$ cat src/rtl/e1fr_pkg.sv
package e1fr_pkg;

    localparam int BITS_PER_SLOT   = 8;
    localparam int SLOTS_PER_FRAME = 32;
    localparam int FRAMES_PER_MF   = 16;
    localparam int NIBBLE          = 4;
    localparam int ALIGN_TS        = 0;
    localparam int SIG_TS          = 16;

    localparam int TRAFFIC_CH  = SLOTS_PER_FRAME - 2;
    localparam int BIT_W       = $clog2(BITS_PER_SLOT);
    localparam int SLOT_W      = $clog2(SLOTS_PER_FRAME);
    localparam int FRAME_W     = $clog2(FRAMES_PER_MF);
    localparam int SIG_W       = TRAFFIC_CH * NIBBLE;
    localparam int ODD_SPARE_W = BITS_PER_SLOT - 2;
    localparam int MF_SPARE_W  = BITS_PER_SLOT - NIBBLE;

    localparam logic [BITS_PER_SLOT-2:0] ALIGN_WORD = 7'b0011011;

    typedef logic [BITS_PER_SLOT-1:0] octet_t;

    typedef struct packed {
        logic [FRAME_W-1:0] frame;
        logic [SLOT_W-1:0]  slot;
        logic [BIT_W-1:0]   bitn;
    } tdm_pos_t;

    typedef enum logic [1:0] {
        KIND_ALIGN,
        KIND_SIG,
        KIND_TRAFFIC
    } slot_kind_e;

    function automatic slot_kind_e classify(input logic [SLOT_W-1:0] s);
        if (s == SLOT_W'(ALIGN_TS))
            return KIND_ALIGN;
        else if (s == SLOT_W'(SIG_TS))
            return KIND_SIG;
        else
            return KIND_TRAFFIC;
    endfunction

    function automatic octet_t align_octet(input logic odd_frame,
                                           input logic b1,
                                           input logic [ODD_SPARE_W-1:0] spare);
        if (odd_frame)
            return {b1, 1'b1, spare};
        else
            return {b1, ALIGN_WORD};
    endfunction

endpackage

$ cat src/rtl/e1fr_position.sv
module e1fr_position
    import e1fr_pkg::*;
(
    input  logic     clk,
    input  logic     rst,
    input  logic     step,
    output tdm_pos_t pos,
    output logic     slot_first
);
    localparam logic [BIT_W-1:0]   LAST_BIT   = BIT_W'(BITS_PER_SLOT - 1);
    localparam logic [SLOT_W-1:0]  LAST_SLOT  = SLOT_W'(SLOTS_PER_FRAME - 1);
    localparam logic [FRAME_W-1:0] LAST_FRAME = FRAME_W'(FRAMES_PER_MF - 1);

    always_ff @(posedge clk) begin
        if (rst) begin
            pos <= '0;
        end else if (step) begin
            if (pos.bitn == LAST_BIT) begin
                pos.bitn <= '0;
                if (pos.slot == LAST_SLOT) begin
                    pos.slot  <= '0;
                    pos.frame <= (pos.frame == LAST_FRAME) ? '0 : pos.frame + 1'b1;
                end else begin
                    pos.slot <= pos.slot + 1'b1;
                end
            end else begin
                pos.bitn <= pos.bitn + 1'b1;
            end
        end
    end

    assign slot_first = (pos.bitn == '0);

    // after the last bit of a slot the slot number moves on by one
    a_r2_slot_advance: assert property (@(posedge clk) disable iff (rst)
        (step && pos.bitn == LAST_BIT) |=> (pos.slot == $past(pos.slot) + 1'b1));

    // no movement without an enable
    a_r10_pos_hold: assert property (@(posedge clk) disable iff (rst)
        !step |=> $stable(pos));

endmodule

$ cat src/rtl/e1fr_overhead.sv
module e1fr_overhead
    import e1fr_pkg::*;
(
    input  logic [FRAME_W-1:0]     frame,
    input  logic                   ts0_b1,
    input  logic [ODD_SPARE_W-1:0] odd_spare,
    input  logic [MF_SPARE_W-1:0]  mf_spare,
    input  logic [SIG_W-1:0]       sig_bits,
    output octet_t                 align_byte,
    output octet_t                 sig_byte
);
    octet_t sig_tbl [FRAMES_PER_MF];

    assign sig_tbl[0] = {{NIBBLE{1'b0}}, mf_spare};

    // frame n: slot n first (channel n-1), then slot n+16 (channel n+14)
    for (genvar n = 1; n < FRAMES_PER_MF; n++) begin : g_sig
        assign sig_tbl[n] = {sig_bits[NIBBLE*(n-1) +: NIBBLE],
                             sig_bits[NIBBLE*(n+SIG_TS-2) +: NIBBLE]};
    end

    assign align_byte = align_octet(frame[0], ts0_b1, odd_spare);
    assign sig_byte   = sig_tbl[frame];

endmodule

$ cat src/rtl/e1fr_serializer.sv
module e1fr_serializer
    import e1fr_pkg::*;
(
    input  logic   clk,
    input  logic   rst,
    input  logic   step,
    input  logic   load,
    input  octet_t load_byte,
    output logic   tx_bit
);
    logic [BITS_PER_SLOT-2:0] rest;

    always_ff @(posedge clk) begin
        if (rst) begin
            tx_bit <= 1'b0;
            rest   <= '0;
        end else if (step) begin
            if (load)
                {tx_bit, rest} <= load_byte;
            else
                {tx_bit, rest} <= {rest, 1'b0};
        end
    end

    // the line bit holds while the enable is low
    a_r10_bit_hold: assert property (@(posedge clk) disable iff (rst)
        !step |=> $stable(tx_bit));

endmodule

$ cat src/rtl/e1_tx_framer.sv
module e1_tx_framer
    import e1fr_pkg::*;
(
    input  logic                   clk,
    input  logic                   rst,
    input  logic                   bit_en,
    input  logic [7:0]             pay_data,
    output logic                   pay_req,
    output logic [4:0]             pay_slot,
    input  logic [119:0]           sig_bits,
    input  logic                   ts0_b1,
    input  logic [5:0]             odd_spare,
    input  logic [3:0]             mf_spare,
    output logic                   tx_bit,
    output logic                   frame_start,
    output logic                   mf_start
);
    tdm_pos_t   pos;
    logic       slot_first;
    slot_kind_e kind;
    octet_t     align_byte;
    octet_t     sig_byte;
    octet_t     next_byte;

    e1fr_position u_pos (
        .clk        (clk),
        .rst        (rst),
        .step       (bit_en),
        .pos        (pos),
        .slot_first (slot_first)
    );

    e1fr_overhead u_oh (
        .frame      (pos.frame),
        .ts0_b1     (ts0_b1),
        .odd_spare  (odd_spare),
        .mf_spare   (mf_spare),
        .sig_bits   (sig_bits),
        .align_byte (align_byte),
        .sig_byte   (sig_byte)
    );

    assign kind     = classify(pos.slot);
    assign pay_req  = bit_en && slot_first && (kind == KIND_TRAFFIC);
    assign pay_slot = pos.slot;

    always_comb begin
        unique case (kind)
            KIND_ALIGN: next_byte = align_byte;
            KIND_SIG:   next_byte = sig_byte;
            default:    next_byte = pay_data;
        endcase
    end

    e1fr_serializer u_ser (
        .clk       (clk),
        .rst       (rst),
        .step      (bit_en),
        .load      (slot_first),
        .load_byte (next_byte),
        .tx_bit    (tx_bit)
    );

    always_ff @(posedge clk) begin
        if (rst) begin
            frame_start <= 1'b0;
            mf_start    <= 1'b0;
        end else begin
            frame_start <= bit_en && slot_first && (kind == KIND_ALIGN);
            mf_start    <= bit_en && slot_first && (kind == KIND_ALIGN) && (pos.frame == '0);
        end
    end

    // no request in the alignment or signalling slot
    a_r7_req_traffic_only: assert property (@(posedge clk) disable iff (rst)
        pay_req |-> (pay_slot != 5'd0 && pay_slot != 5'd16));

    // multiframe strobe only together with frame strobe
    a_r9_mf_with_frame: assert property (@(posedge clk) disable iff (rst)
        mf_start |-> frame_start);

    // frame strobe lasts a single cycle
    a_r8_fs_one_cycle: assert property (@(posedge clk) disable iff (rst)
        frame_start |=> !frame_start);

    // no request without an enable
    a_r10_no_req_idle: assert property (@(posedge clk) disable iff (rst)
        !bit_en |-> !pay_req);

endmodule

$ cat config.mk
export PLATFORM = sky130hd
export DESIGN_NAME = e1_tx_framer
export DESIGN_NICKNAME = d
export VERILOG_FILES = /design/src/rtl/e1fr_pkg.sv /design/src/rtl/e1fr_position.sv /design/src/rtl/e1fr_overhead.sv /design/src/rtl/e1fr_serializer.sv /design/src/rtl/e1_tx_framer.sv
export SDC_FILE = /design/constraint.sdc
export NUM_CORES = 1
export LEC_CHECK = 0
export BUFFER_PORTS_ARGS = -buffer_cell sky130_fd_sc_hd__buf_2
export CAP_MARGIN = 25
export CORE_AREA = 2 2 77 79
export CTS_CLUSTER_DIAMETER = 120
export DETAILED_ROUTE_END_ITERATION = 6
export DIE_AREA = 0 0 79 81
export PLACE_DENSITY = 0.89
export SYNTH_ARGS = -nofsm -noshare
export SYNTH_HDL_FRONTEND = slang
export SYNTH_HIERARCHICAL = 1
export SYNTH_SLANG_ARGS = --single-unit
export TNS_END_PERCENT = 20
$ cat constraint.sdc
create_clock -name clk -period 2.5 [get_ports clk]
set_input_delay 0.375 -clock clk [delete_from_list [all_inputs] [get_ports clk]]
set_output_delay 0.375 -clock clk [all_outputs]
set_load 0.01 [all_outputs]
==> impl_metrics.csv <==
group,metric,value,unit
critical_path,crit_path_start_kind,"flip-flop",
layout,area_growth,34.5,%
clock_network,cts_sinks,22,
die,fp.dieW,79,µm
global_routing,grt_pass1_vias,2550,
place,dpl_cell_area,3100,µm²
route,drc_errors,0,
power_and_ir_drop,pwr-share-clk,26.7,%
logic_synthesis,synthCells,224,
power_and_ir_drop,intPower,615,µW
logic_synthesis,synth_enable_flop_cells,0,
timing,grt_setup_unrepaired,"false",
critical_path,slowest_delay,520,ps
timing,fin_skew,3.26,ps
run,drv_cap,0,
logic_synthesis,netlist_area,2330,µm²
timing,setup_viol,0,
critical_path,slowest_stage,"mux4_2",
route,vias,2423,
clock_network,cts_made_buffers,3,
route,drtAntennaViolNets,0,
logic_synthesis,ys_ff_latch,22,
route,post_drt_wl_per_cell,17.0,µm
place,port_buffers,150,
logic_synthesis,synth_cell_type_count,44,
critical_path,criticalPathCategory,"reg2reg",
logic_synthesis,syn_nets,372,
timing,fin_setup_tns,0,ps
power_and_ir_drop,cellPowerDensity,261,nW/µm²
route,totalWireLength,7420,µm
critical_path,startpoint,"u_pos/pos[8]",
global_routing,grt_max_degree,29,
min_path,min_from,"u_ser/tx_bit",
power_and_ir_drop,switching_share,24.9,%
layout,multi_input_area,1710,µm²
global_routing,gr-total-overflow,0,
power_and_ir_drop,p_sw,204,µW
logic_synthesis,synthFlopType,"dfxtp_1",
clock_network,clkLatencyLatePin,260,ps
layout,drive_gt1_share,60.5,%
die,coreArea,5680,µm²
timing,maxSlewViolCount,0,
logic_synthesis,synthArstFlopShare,0,%
power_and_ir_drop,p_leak,1.40,nW
timing,hold_viol_final,0,
die,ios,151,
timing,period_minus_slack,2300,ps
logic_synthesis,synth-seq-area-share,18.9,%
critical_path,crit_chain,"buf_12 > mux4_2 > a22oi_1 > o31ai_1 > mux2_2 > mux2_2 > mux2i_1 > a211oi_1",
power_and_ir_drop,ir_drop,0.000299,V
logic_synthesis,synth_warnings,6,
clock_network,post_cts_resized,0,
layout,fin_nets,512,
logic_synthesis,synth_area_leader_cell,"mux4_2",
layout,num_antenna_cells,0,
min_path,hold_class,"reg2reg",
die,start_util,41.1,%
clock_network,clockBufferDepth,2,
global_routing,grt_pass1_wl,11800,µm
critical_path,crit_fanout,22,
timing,relSlewSlack,45.0,%
route,vias_per_cell,5.54,
place,place.gp.congestion,0.825,
clock_network,cts-root-buf,"clkbuf_8",
critical_path,cp_data_required_time,2630,ps
clock_network,h-tree-depth,1,
global_routing,antenna_found_initial,0,
route,dr.pass1.iters,4,
critical_path,end_kind,"flip-flop",
power_and_ir_drop,combPwrFrac,27.8,%
clock_network,hold_buffers,0,
timing,worst_pin_slew,820,ps
layout,seqCellArea,442,µm²
place,place.detailed.hpwl,6050,µm
critical_path,worst_path_most_repeated_cell,"mux2_2",
logic_synthesis,synth.avg_cell_area,10.4,µm²
logic_synthesis,synth_area_leaders,"mux4_2, dfxtp_1, mux2_2",
power_and_ir_drop,seqPwrFrac,45.5,%
die,dieArea,6400,µm²
route,drtIter0Drc,106,
clock_network,cts_tree,"yes",
clock_network,path_clk_slew,70,ps
layout,fin_area,3140,µm²
logic_synthesis,synth_commonest_cells,"mux2_2, mux4_2, dfxtp_1",
layout,final.fill_count,528,
die,row_count,28,
logic_synthesis,synth_most_common_cell,"mux2_2",
timing,whs,487,ps
critical_path,cp.arrival,2430,ps
timing,fmax,434,MHz
critical_path,reg2reg_from,"u_pos/pos[8]",
global_routing,grt_usage,23.5,%
outcome,status,"completed",
die,die_y,81,µm
logic_synthesis,synth_top_area_share,23.2,%
clock_network,post_cts_buffers,0,
timing,fin_crit_sh,92.1,%
-- final timing paths --
check                                     end  slack [ps]  depth (start not counted)
worst max register to register  u_ser/rest[5]         200                          8
worst min-delay path             u_ser/tx_bit         490                          2
worst min register to register   u_ser/tx_bit         490                          2
worst max-delay path            u_ser/rest[5]         200                          8
-- layer usage --
| layer | track usage, % | share of wire [%] | vias up |
|---|---|---|---|
| met5 | 0 | 0 | - |
| met4 | 9.31 | 2.7 | 0 |
| met3 | 5.33 | 8.2 | 23 |
| met2 | 43.8 | 52 | 120 |
| met1 | 26.0 | 37 | 1128 |
| li1 | - | - | 1152 |
-- registers in the layout (all words and copies together) (netlist names) --
signal,cells
u_pos/pos,12
u_ser/rest,7
frame_start,1
mf_start,1
u_ser/tx_bit,1
-- placed cells by master (no fill, tap or decap), types with 4 or more instances in the layout --
cell	count
ha_1	6
o22ai_1	10
a211oi_1	7
a221oi_1	4
nor2_1	17
nand2b_1	8
a21oi_1	12
mux2_2	28
mux2i_1	12
dfxtp_1	21
nand3_1	4
buf_2	150
mux4_2	24
o31ai_1	4
buf_4	4
nor2b_1	4
nand2_1	8
-- power groups by stage --
stage	combinational (mW)	sequential, mW	clock [mW]
after global routing	0.249	0.374	0.235
after detailed placement	0.228	0.381	0
after global placement	0.220	0.380	0
final	0.228	0.373	0.219
after floorplan	0.0988	0.381	0
after CTS	0.229	0.372	0.224
-- worst max-delay path: cells and delay by family, from the launching register on --
family / cells / cell delay (ps)
compound gates: 3 / 440
mux: 4 / 1180
flops: 1 / 360
buf+inv: 1 / 180
-- final cells by class --
type / count / area share, %
Tap cell: 75 / 2.99
Clock buffer: 3 / 1.32
Sequential cell: 22 / 14.1
Inverter: 3 / 0.359
Timing Repair Buffer: 157 / 26.8
Multi-Input combinational cell: 177 / 54.5
-- cells by family (layout without fill, tap and decap cells) --
logic type	Yosys count	in the layout	synth area share, %
buffers and inverters	25	163	7.83
muxes	64	64	41.8
and+or+nand+nor	60	60	14.7
xor gates and xnor gates	1	1	0.375
adders and majority gates	6	6	3.22
DFF	22	22	18.9
AOI/OAI and AO/OA	46	46	13.1
-- through the flow --
step	instances	power (mW)	utilization (%)	setup WS, ps
finish	437	0.819	55.3	197
global route	437	0.858	55.3	71.9
CTS	437	0.826	55.3	185
detailed placement	434	0.609	54.6	209
global placement	434	0.599	54.6	243
floorplan	224	0.479	-	198
Note: power is estimated with default switching activity, not from simulation.
